==> src/rtl/dpoll_pkg.sv <==
package dpoll_pkg;

  typedef enum logic [1:0] {
    PH_POLL  = 2'd0,
    PH_RECHK = 2'd1,
    PH_FINAL = 2'd2
  } phase_e;

  typedef enum logic [2:0] {
    V_AGAIN = 3'd0,
    V_RECHK = 3'd1,
    V_FINAL = 3'd2,
    V_PASS  = 3'd3,
    V_FAIL  = 3'd4
  } verdict_e;

  typedef enum logic [1:0] {
    ST_IDLE = 2'd0,
    ST_BUSY = 2'd1,
    ST_DONE = 2'd2
  } state_e;

  // wanted completion bit: erased cells read as one
  function automatic logic want_bit(input logic erase, input logic exp);
    return erase | exp;
  endfunction

  // verdict for one acknowledged read
  function automatic verdict_e judge(input phase_e ph, input logic [7:0] d,
                                     input logic want, input logic at_lim);
    verdict_e v;
    case (ph)
      PH_FINAL: v = V_PASS;
      PH_RECHK: v = (d[7] == want) ? V_FINAL : V_FAIL;
      default: begin
        if (d[7] == want)  v = V_FINAL;
        else if (d[5])     v = V_RECHK;
        else if (at_lim)   v = V_FAIL;
        else               v = V_AGAIN;
      end
    endcase
    return v;
  endfunction

endpackage

==> src/rtl/dpoll_decide.sv <==
module dpoll_decide
  import dpoll_pkg::*;
(
  input  logic       ack,
  input  phase_e     phase,
  input  logic [7:0] data,
  input  logic       want,
  input  logic       at_lim,
  output logic       ev_again,
  output logic       ev_rechk,
  output logic       ev_final,
  output logic       ev_pass,
  output logic       ev_fail
);

  verdict_e v;

  always_comb begin
    v        = judge(phase, data, want, at_lim);
    ev_again = ack && (v == V_AGAIN);
    ev_rechk = ack && (v == V_RECHK);
    ev_final = ack && (v == V_FINAL);
    ev_pass  = ack && (v == V_PASS);
    ev_fail  = ack && (v == V_FAIL);
  end

endmodule

==> src/rtl/dpoll_limit.sv <==
module dpoll_limit #(
  parameter int MAX_POLLS = 1000,
  parameter bit LIMIT_EN  = 1'b1
) (
  input  logic clk,
  input  logic rst_n,
  input  logic clear,
  input  logic bump,
  output logic at_lim
);

  localparam int CW = $clog2(MAX_POLLS + 1);

  generate
    if (LIMIT_EN) begin : g_lim
      logic [CW-1:0] cnt;

      always_ff @(posedge clk) begin
        if (!rst_n || clear) cnt <= '0;
        else if (bump)       cnt <= cnt + 1'b1;
      end

      assign at_lim = (cnt == CW'(MAX_POLLS - 1));

      AST_CNT_BOUND: assert property (@(posedge clk) disable iff (!rst_n)
        cnt < CW'(MAX_POLLS));
    end else begin : g_nolim
      assign at_lim = 1'b0;
    end
  endgenerate

endmodule

==> src/rtl/dpoll_ctrl.sv <==
module dpoll_ctrl
  import dpoll_pkg::*;
#(
  parameter int ADDR_W    = 16,
  parameter int MAX_POLLS = 1000,
  parameter bit LIMIT_EN  = 1'b1
) (
  input  logic              clk,
  input  logic              rst_n,
  input  logic              start,
  input  logic [ADDR_W-1:0] start_addr,
  input  logic              expect_b7,
  input  logic              op_erase,
  output logic              rd_req,
  output logic [ADDR_W-1:0] rd_addr,
  input  logic              rd_ack,
  input  logic [7:0]        rd_data,
  output logic              done,
  output logic              pass,
  output logic [7:0]        final_data
);

  state_e state;
  phase_e phase;
  logic   want;
  logic   pass_q;

  // named events for assertions
  logic take_start;
  logic ev_again, ev_rechk, ev_final, ev_pass, ev_fail;
  logic at_lim;

  assign take_start = start && (state != ST_BUSY);
  assign rd_req     = (state == ST_BUSY);
  assign done       = (state == ST_DONE);
  assign pass       = pass_q;

  dpoll_decide u_decide (
    .ack      (rd_ack && rd_req),
    .phase    (phase),
    .data     (rd_data),
    .want     (want),
    .at_lim   (at_lim),
    .ev_again (ev_again),
    .ev_rechk (ev_rechk),
    .ev_final (ev_final),
    .ev_pass  (ev_pass),
    .ev_fail  (ev_fail)
  );

  dpoll_limit #(.MAX_POLLS(MAX_POLLS), .LIMIT_EN(LIMIT_EN)) u_limit (
    .clk    (clk),
    .rst_n  (rst_n),
    .clear  (take_start),
    .bump   (ev_again),
    .at_lim (at_lim)
  );

  always_ff @(posedge clk) begin
    if (!rst_n) begin
      state      <= ST_IDLE;
      phase      <= PH_POLL;
      rd_addr    <= '0;
      want       <= 1'b0;
      pass_q     <= 1'b0;
      final_data <= '0;
    end else if (take_start) begin
      state      <= ST_BUSY;
      phase      <= PH_POLL;
      rd_addr    <= start_addr;
      want       <= want_bit(op_erase, expect_b7);
      pass_q     <= 1'b0;
      final_data <= '0;
    end else if (state == ST_BUSY) begin
      if (ev_rechk) phase <= PH_RECHK;
      if (ev_final) phase <= PH_FINAL;
      if (ev_pass) begin
        final_data <= rd_data;
        pass_q     <= 1'b1;
        state      <= ST_DONE;
      end
      if (ev_fail) state <= ST_DONE;
    end
  end

  AST_ADDR_STABLE: assert property (@(posedge clk) disable iff (!rst_n)
    (rd_req && $past(rd_req)) |-> $stable(rd_addr));
  AST_ONE_VERDICT: assert property (@(posedge clk) disable iff (!rst_n)
    $onehot0({ev_again, ev_rechk, ev_final, ev_pass, ev_fail}));
  AST_RECHK_READS: assert property (@(posedge clk) disable iff (!rst_n)
    ev_rechk |=> rd_req && !done);
  AST_FAIL_STOPS: assert property (@(posedge clk) disable iff (!rst_n)
    ev_fail |=> done && !pass && !rd_req);
  AST_PASS_AFTER_READ: assert property (@(posedge clk) disable iff (!rst_n)
    $rose(pass) |-> $past(rd_ack));
  AST_DONE_NO_REQ: assert property (@(posedge clk) disable iff (!rst_n)
    done |-> !rd_req);
  AST_DONE_HOLD: assert property (@(posedge clk) disable iff (!rst_n)
    (done && !start) |=> done && $stable(pass) && $stable(final_data));
  AST_PASS_DONE: assert property (@(posedge clk) disable iff (!rst_n)
    pass |-> done);
  AST_MISS_GOES_ON: assert property (@(posedge clk) disable iff (!rst_n)
    ev_again |=> rd_req && !done);

endmodule

==> config.mk <==
export PLATFORM = sky130hd
export DESIGN_NAME = dpoll_ctrl
export DESIGN_NICKNAME = d
export VERILOG_FILES = /design/src/rtl/dpoll_pkg.sv /design/src/rtl/dpoll_decide.sv /design/src/rtl/dpoll_limit.sv /design/src/rtl/dpoll_ctrl.sv
export SDC_FILE = /design/constraint.sdc
export NUM_CORES = 1
export LEC_CHECK = 0
export ABC_AREA = 1
export CAP_MARGIN = 20
export CORE_ASPECT_RATIO = 1.5
export CORE_MARGIN = 10
export CORE_UTILIZATION = 49
export CTS_CLUSTER_SIZE = 16
export DETAILED_ROUTE_END_ITERATION = 6
export HOLD_SLACK_MARGIN = 0.05
export PLACE_DENSITY = 0.85
export RECOVER_POWER = 100
export SYNTH_ARGS = -nofsm -noshare
export SYNTH_HDL_FRONTEND = slang
export SYNTH_HIERARCHICAL = 1
export SYNTH_SLANG_ARGS = --single-unit
export TNS_END_PERCENT = 1
==> constraint.sdc <==
create_clock -name clk -period 4.95 [get_ports clk]
set_clock_uncertainty 0.1 [all_clocks]
set_input_delay 0.495 -clock clk [delete_from_list [all_inputs] [get_ports clk]]
set_output_delay 0.495 -clock clk [all_outputs]
set_load 0.1 [all_outputs]
==> results of run 1 <==
==> worst max-delay path: cells and delay by family, from the launching register on <==
family	cells	cell delay (ns)
buf+inv	2	1.36
simple gates	1	0.24
flops	1	0.41
==> synthesized netlist by cell type (all sizes together) <==
library cell | count | area share (%)
a21oi | 20 | 5.7
buf | 7 | 3.4
clkbuf | 1 | 0.21
clkinv | 1 | 0.48
dfxtp | 40 | 44
ha | 4 | 2.7
inv | 23 | 4.7
nand2 | 47 | 11
nand3 | 21 | 6.0
nand4 | 1 | 0.34
nor2 | 64 | 15
nor3 | 4 | 1.1
o21ai | 19 | 5.2
xnor2 | 1 | 0.48
==> routing by layer <==
| metal | vias to the layer above | GRT usage, % | wire length (um) |
|---|---|---|---|
| li1 | 915 | - | - |
| met4 | 0 | 8.42 | 142 |
| met2 | 38 | 26.1 | 2460 |
| met3 | 11 | 5.14 | 255 |
| met5 | - | 0 | 0 |
| met1 | 807 | 13.1 | 1650 |
==> final cells by class <==
class,instances,area [um2],area share (%)
clock buffer,6,72.6,2.97
clock inverter,1,5.00,0.205
inverter,24,95.1,3.89
multi-input combinational,181,856,35.0
sequential,40,801,32.8
tap,43,53.8,2.20
timing repair buffer,56,561,22.9
==> registers in the layout, indices dropped and copies added (netlist names) <==
| register | flops |
|---|---|
| want | 1 |
| pass | 1 |
| phase | 2 |
| u_limit/g_lim.cnt | 10 |
| final_data | 8 |
| rd_addr | 16 |
| state | 2 |
==> stage by stage <==
stage / util (%) / power (mW)
6_report: 67.6 / 0.704
5_1_grt: 67.6 / 0.736
4_1_cts: 67.7 / 0.718
3_5_place_dp: 65.6 / 0.518
3_3_place_gp: 65.6 / 0.515
2_1_floorplan: - / 0.468
==> cell families (layout without fill, tap and decap cells) <==
kind of cell,count (synthesis),after routing,synth area share [%]
simple gates,137,137,33.1
flops,40,40,44.0
fa+ha+maj,4,4,2.75
xor+xnor,1,1,0.481
buf+inv,32,87,8.79
compound gates,39,39,10.9
==> how the worst max path moves through the flow <==
stage,slack [ns],cells past startpoint,start,endpoint
after floorplan,2.65,2,state[1],done
after global placement,2.42,12,rd_ack,u_limit/g_lim.cnt[9]
after detailed placement,2.28,12,rd_ack,u_limit/g_lim.cnt[9]
after CTS,2.10,3,state[0],rd_req
after global routing,1.99,3,state[0],rd_req
final,2.06,3,state[0],rd_req
==> report_power, final <==
part           switching [mW]  leakage, nW  internal, mW
clock network           0.104       0.0410        0.0957
logic                   0.118        0.648        0.0465
registers             0.00630        0.326         0.334
total                   0.228         1.02         0.476
==> impl_metrics.json, run 1 <==
{
  "h-tree-depth": 2,
  "outcome": "complete, no violations",
  "post-route-drc-count": 0,
  "dp_hpwl_um": 3500,
  "cts.repair.resized": 0,
  "pin_count": 57,
  "vias_in_the_first_global_route": 1830,
  "mapped_cell_area_um2": 1820,
  "min_delay_path_depth": 2,
  "drv_slew": 0,
  "antenna_violating_nets_post_route": 0,
  "mostFrequentLayoutCells": "nor2_1 (60), nand2_1 (41), dfxtp_1 (40)",
  "worst-setup-path-type": "reg -> out",
  "via_count": 1771,
  "grt_start_max_net_pins": 22,
  "final_cell_count_no_fill": 351,
  "worst_path_max_delay_cell": "dlygate4sd3_1",
  "layout-area-overhead-vs-synth_pct": 34.1,
  "path_max_fanout": 13,
  "die_h_um": 94.7,
  "cts.hold.buffers_added": 0,
  "place_ws_ns": 2.28,
  "placed_area_um2": 2370,
  "initial_antenna_violation_count": 0,
  "worst_hold_slack_ns": 0.342,
  "hold_path_class": "reg -> reg",
  "whs_endpoint": "pass",
  "finalWorstSetupSlack_ns": 2.06,
  "critical_path_arrival_ns": 2.29,
  "grt.total_usage_pct": 14.2,
  "fin_tns_setup_ns": 0,
  "grt_first_pass_wirelength_um": 7790,
  "routed_via_density": 5.05,
  "hold_path_startpoint": "pass",
  "synth.ff_latch_count": 40,
  "finalHoldViolCount": 0,
  "finalWirelength_um": 4510,
  "cts_tree": "done",
  "end_kind": "primary output",
  "initial_utilization_pct": 50.4,
  "drive_above_1_share_pct": 7.14,
  "worstSkewPairLatency_ns": 0.29,
  "clock-sinks": 40,
  "critical_path_required_ns": 4.36,
  "final_cell_area_um2": 2440,
  "syn_inst": 253,
  "synth_nets": 287,
  "placement.io_buffers": 56,
  "tightest_slew_ns": 1.01,
  "rr_startpoint": "phase[0]",
  "maxCapViolations": 0,
  "timing.critical_path.cells": "inv_1 > nor2_4 > dlygate4sd3_1",
  "post-route-period-util_pct": 58.3,
  "post-cts-setup-buffer-count": 0,
  "nNetsFinal": 342,
  "rows": 27,
  "final_common_cell": "nor2_1",
  "grt-ovfl-total": 0,
  "max_slew_margin_pct": 32.2,
  "post-route-min-period_ns": 2.89,
  "r2r-end": "u_limit/g_lim.cnt[9]",
  "design.core.area_um2": 3610,
  "routed_wire_length_per_instance_um": 12.8,
  "clock_tree.buffer_depth": 2,
  "power_per_cell_area_nw_per_um2": 288,
  "last_weighted_congestion_value_of_the_routability_driven_placer": 0.811,
  "drt-pass1-iter-count": 4,
  "dp.cells": 344,
  "timing.fmax_mhz": 347,
  "rsz0062_at_grt": "false",
  "die-area_um2": 6610,
  "synthesis_warnings": 6,
  "synth.yosys.seq_area_share_pct": 44.0,
  "ctsRootBufferMaster": "clkbuf_8",
  "final-setup-viol-count": 0,
  "synth.distinct_cells": 25,
  "avgSynthCellArea_um2": 7.20,
  "drt_iter0_drc": 88,
  "cts_made_buffers": 5,
  "static-leakage-power_nw": 1.02,
  "crit_path_start_kind": "register",
  "worst_r2r_path_depth": 10,
  "n_antenna_cell": 0,
  "r2r_setup_slk_ns": 2.71,
  "ir_drop_mv": 0.275,
  "worst_path_max_stage_delay_ns": 1.26,
  "die_width_um": 69.8,
  "clk_pin_slew_worst_paths_ns": 0.07,
  "n_fill_cell": 300
}
Note: power is estimated with default switching activity, not from simulation.
==> run 2, diff against run 1 <==
CORE_UTILIZATION = 46   (was 49)
PLACE_DENSITY = 0.8   (was 0.85)
clock period = 2.66 ns   (was 4.95 ns; I/O delays follow)
==> run 2 against run 1 <==
  * Sequential share of layout area is 2.2 points higher
  * Critical endpoint unchanged
  * Power is 88% higher
  * Largest power group unchanged
  * Via count is 1.8% lower
  * Flip-flop and latch count unchanged
  * Clock-buffer cell count is 2 higher
  * Largest cell class unchanged
  * Non-clock buffer count grew 2
  * Cell count grew 1.4%
  * Hold slack gained 0.0091 ns
  * Global-route usage fell by 1.4 points
==> impl_metrics.json, run 2 (synthesis gave the netlist of run 1 again) <==
{
  "worst_setup_path_startpoint": "state[0]",
  "dp_hpwl_um": 3480,
  "drive_above_1_share_pct": 7.07,
  "power.total_mw": 1.33,
  "antenna_violating_nets_post_route": 0,
  "tightest_slew_ns": 1.23,
  "vias_in_the_first_global_route": 1730,
  "die_width_um": 71.4,
  "biggestRegsByFlops": "rd_addr: 16 flops, u_limit/g_lim.cnt: 10 flops, final_data: 8 flops",
  "worst-setup-path-type": "reg -> out",
  "r2r_setup_slk_ns": 0.54,
  "post-cts-setup-buffer-count": 0,
  "cts.repair.resized": 0,
  "initial_antenna_violation_count": 0,
  "via_count": 1739,
  "critical_path_required_ns": 2.29,
  "final-setup-viol-count": 0,
  "post-route-drc-count": 0,
  "topRoutingLayerUsed": "met4",
  "h-tree-depth": 2,
  "rsz0062_at_grt": "false",
  "clock_tree.buffer_depth": 2,
  "nNetsFinal": 344,
  "met2_length_um": 2430,
  "rows": 28,
  "critical_path_arrival_ns": 1.89,
  "power_per_cell_area_nw_per_um2": 579,
  "crit_path_start_kind": "register",
  "r2r-end": "u_limit/g_lim.cnt[6]",
  "timing.fmax_mhz": 444,
  "fin_tns_setup_ns": 0,
  "drt-pass1-iter-count": 4,
  "die_h_um": 97.1,
  "end_kind": "primary output",
  "initial_utilization_pct": 46.8,
  "die-area_um2": 6930,
  "max_slew_margin_pct": 18.6,
  "final_common_cell": "nor2_1",
  "grt_start_max_net_pins": 20,
  "cts.hold.buffers_added": 0,
  "worst_r2r_path_depth": 14,
  "placement.io_buffers": 56,
  "ctsRootBufferMaster": "clkbuf_8",
  "largest_register_ffs": 16,
  "outcome": "complete, no violations",
  "finalHoldViolCount": 0,
  "hold_path_class": "reg -> reg",
  "registers.top_by_ff_count": "rd_addr",
  "clk_pin_slew_worst_paths_ns": 0.07,
  "layout-area-overhead-vs-synth_pct": 25.8,
  "post-route-period-util_pct": 84.7,
  "finalWirelength_um": 4430,
  "clock-sinks": 40,
  "worst_setup_path_endpoint": "rd_req",
  "post-route-min-period_ns": 2.25,
  "last_weighted_congestion_value_of_the_routability_driven_placer": 0.749,
  "placed_area_um2": 2320,
  "n_antenna_cell": 0,
  "grt_first_pass_wirelength_um": 7500,
  "mostFrequentLayoutCells": "nor2_1 (58), nand2_1 (43), dfxtp_1 (40)",
  "cts_tree": "done",
  "n_fill_cell": 400,
  "drt_iter0_drc": 71,
  "grt-ovfl-total": 0,
  "pin_count": 57,
  "maxCapViolations": 0,
  "dr_wl_met3_um": 164,
  "ir_drop_mv": 0.434,
  "routed_via_density": 4.88,
  "static-leakage-power_nw": 0.883,
  "cts_made_buffers": 5,
  "drv_slew": 0,
  "rr_startpoint": "phase[0]",
  "grt.total_usage_pct": 12.8,
  "final_cell_area_um2": 2290,
  "worstSkewPairLatency_ns": 0.28,
  "path_max_fanout": 13,
  "detail_route.wirelength.met1_um": 1790,
  "design.core.area_um2": 3890,
  "routed_wire_length_per_instance_um": 12.4
}
## run 2: cell count changes in the layout (fill, tap and decap cells not counted), sizes merged
cell	change
buf	+1
dlygate4sd3	-29
inv	-1
clkdlybuf4s50	+2
clkbuf	+30
## run 2: routing by layer
layer,track usage [%],vias up
met3,3.37,5
met4,4.48,0
met2,23.6,29
met1,13.0,787
met5,0,-
li1,-,918
## run 2: critical path, stage by stage, from the launching register on
cell,delay [ns]
dfxtp_1,0.37
inv_1,0.09
nor2_4,0.24
clkbuf_1,0.90
## run 2: worst min path at each step
stage / from / end / slack [ns] / cells after the start
after detailed placement: pass / pass / 0.34 / 2
after floorplan: start_addr[10] / rd_addr[10] / 0.33 / 2
after global routing: pass / pass / 0.39 / 2
after global placement: pass / pass / 0.34 / 2
final: pass / pass / 0.35 / 2
after CTS: pass / pass / 0.36 / 2
## run 2: area by class of cell
class                      count  area [um2]  share of cell area (%)
multi-input combinational    181         846                    36.9
timing repair buffer          58         403                    17.6
tap                           45        56.3                    2.46
inverter                      24        95.1                    4.15
clock buffer                   8        90.1                    3.93
sequential                    40         801                    35.0
## run 2: power breakdown
part	internal [mW]	leakage, nW	switching (mW)	total [mW]
Clock	0.212	0.0455	0.195	0.406
Sequential	0.621	0.326	0.0121	0.633
Combinational	0.0703	0.511	0.217	0.288
## run 2: through the flow
step           std cells  hold slack, ns  util, %  setup WS (ns)
2_1_floorplan        253           0.329        -          0.589
3_3_place_gp         348           0.344     59.7          0.615
3_5_place_dp         348           0.344     59.7          0.583
4_1_cts              356           0.356     62.0          0.729
5_1_grt              356           0.386     58.9          0.266
6_report             356           0.351     58.9          0.408
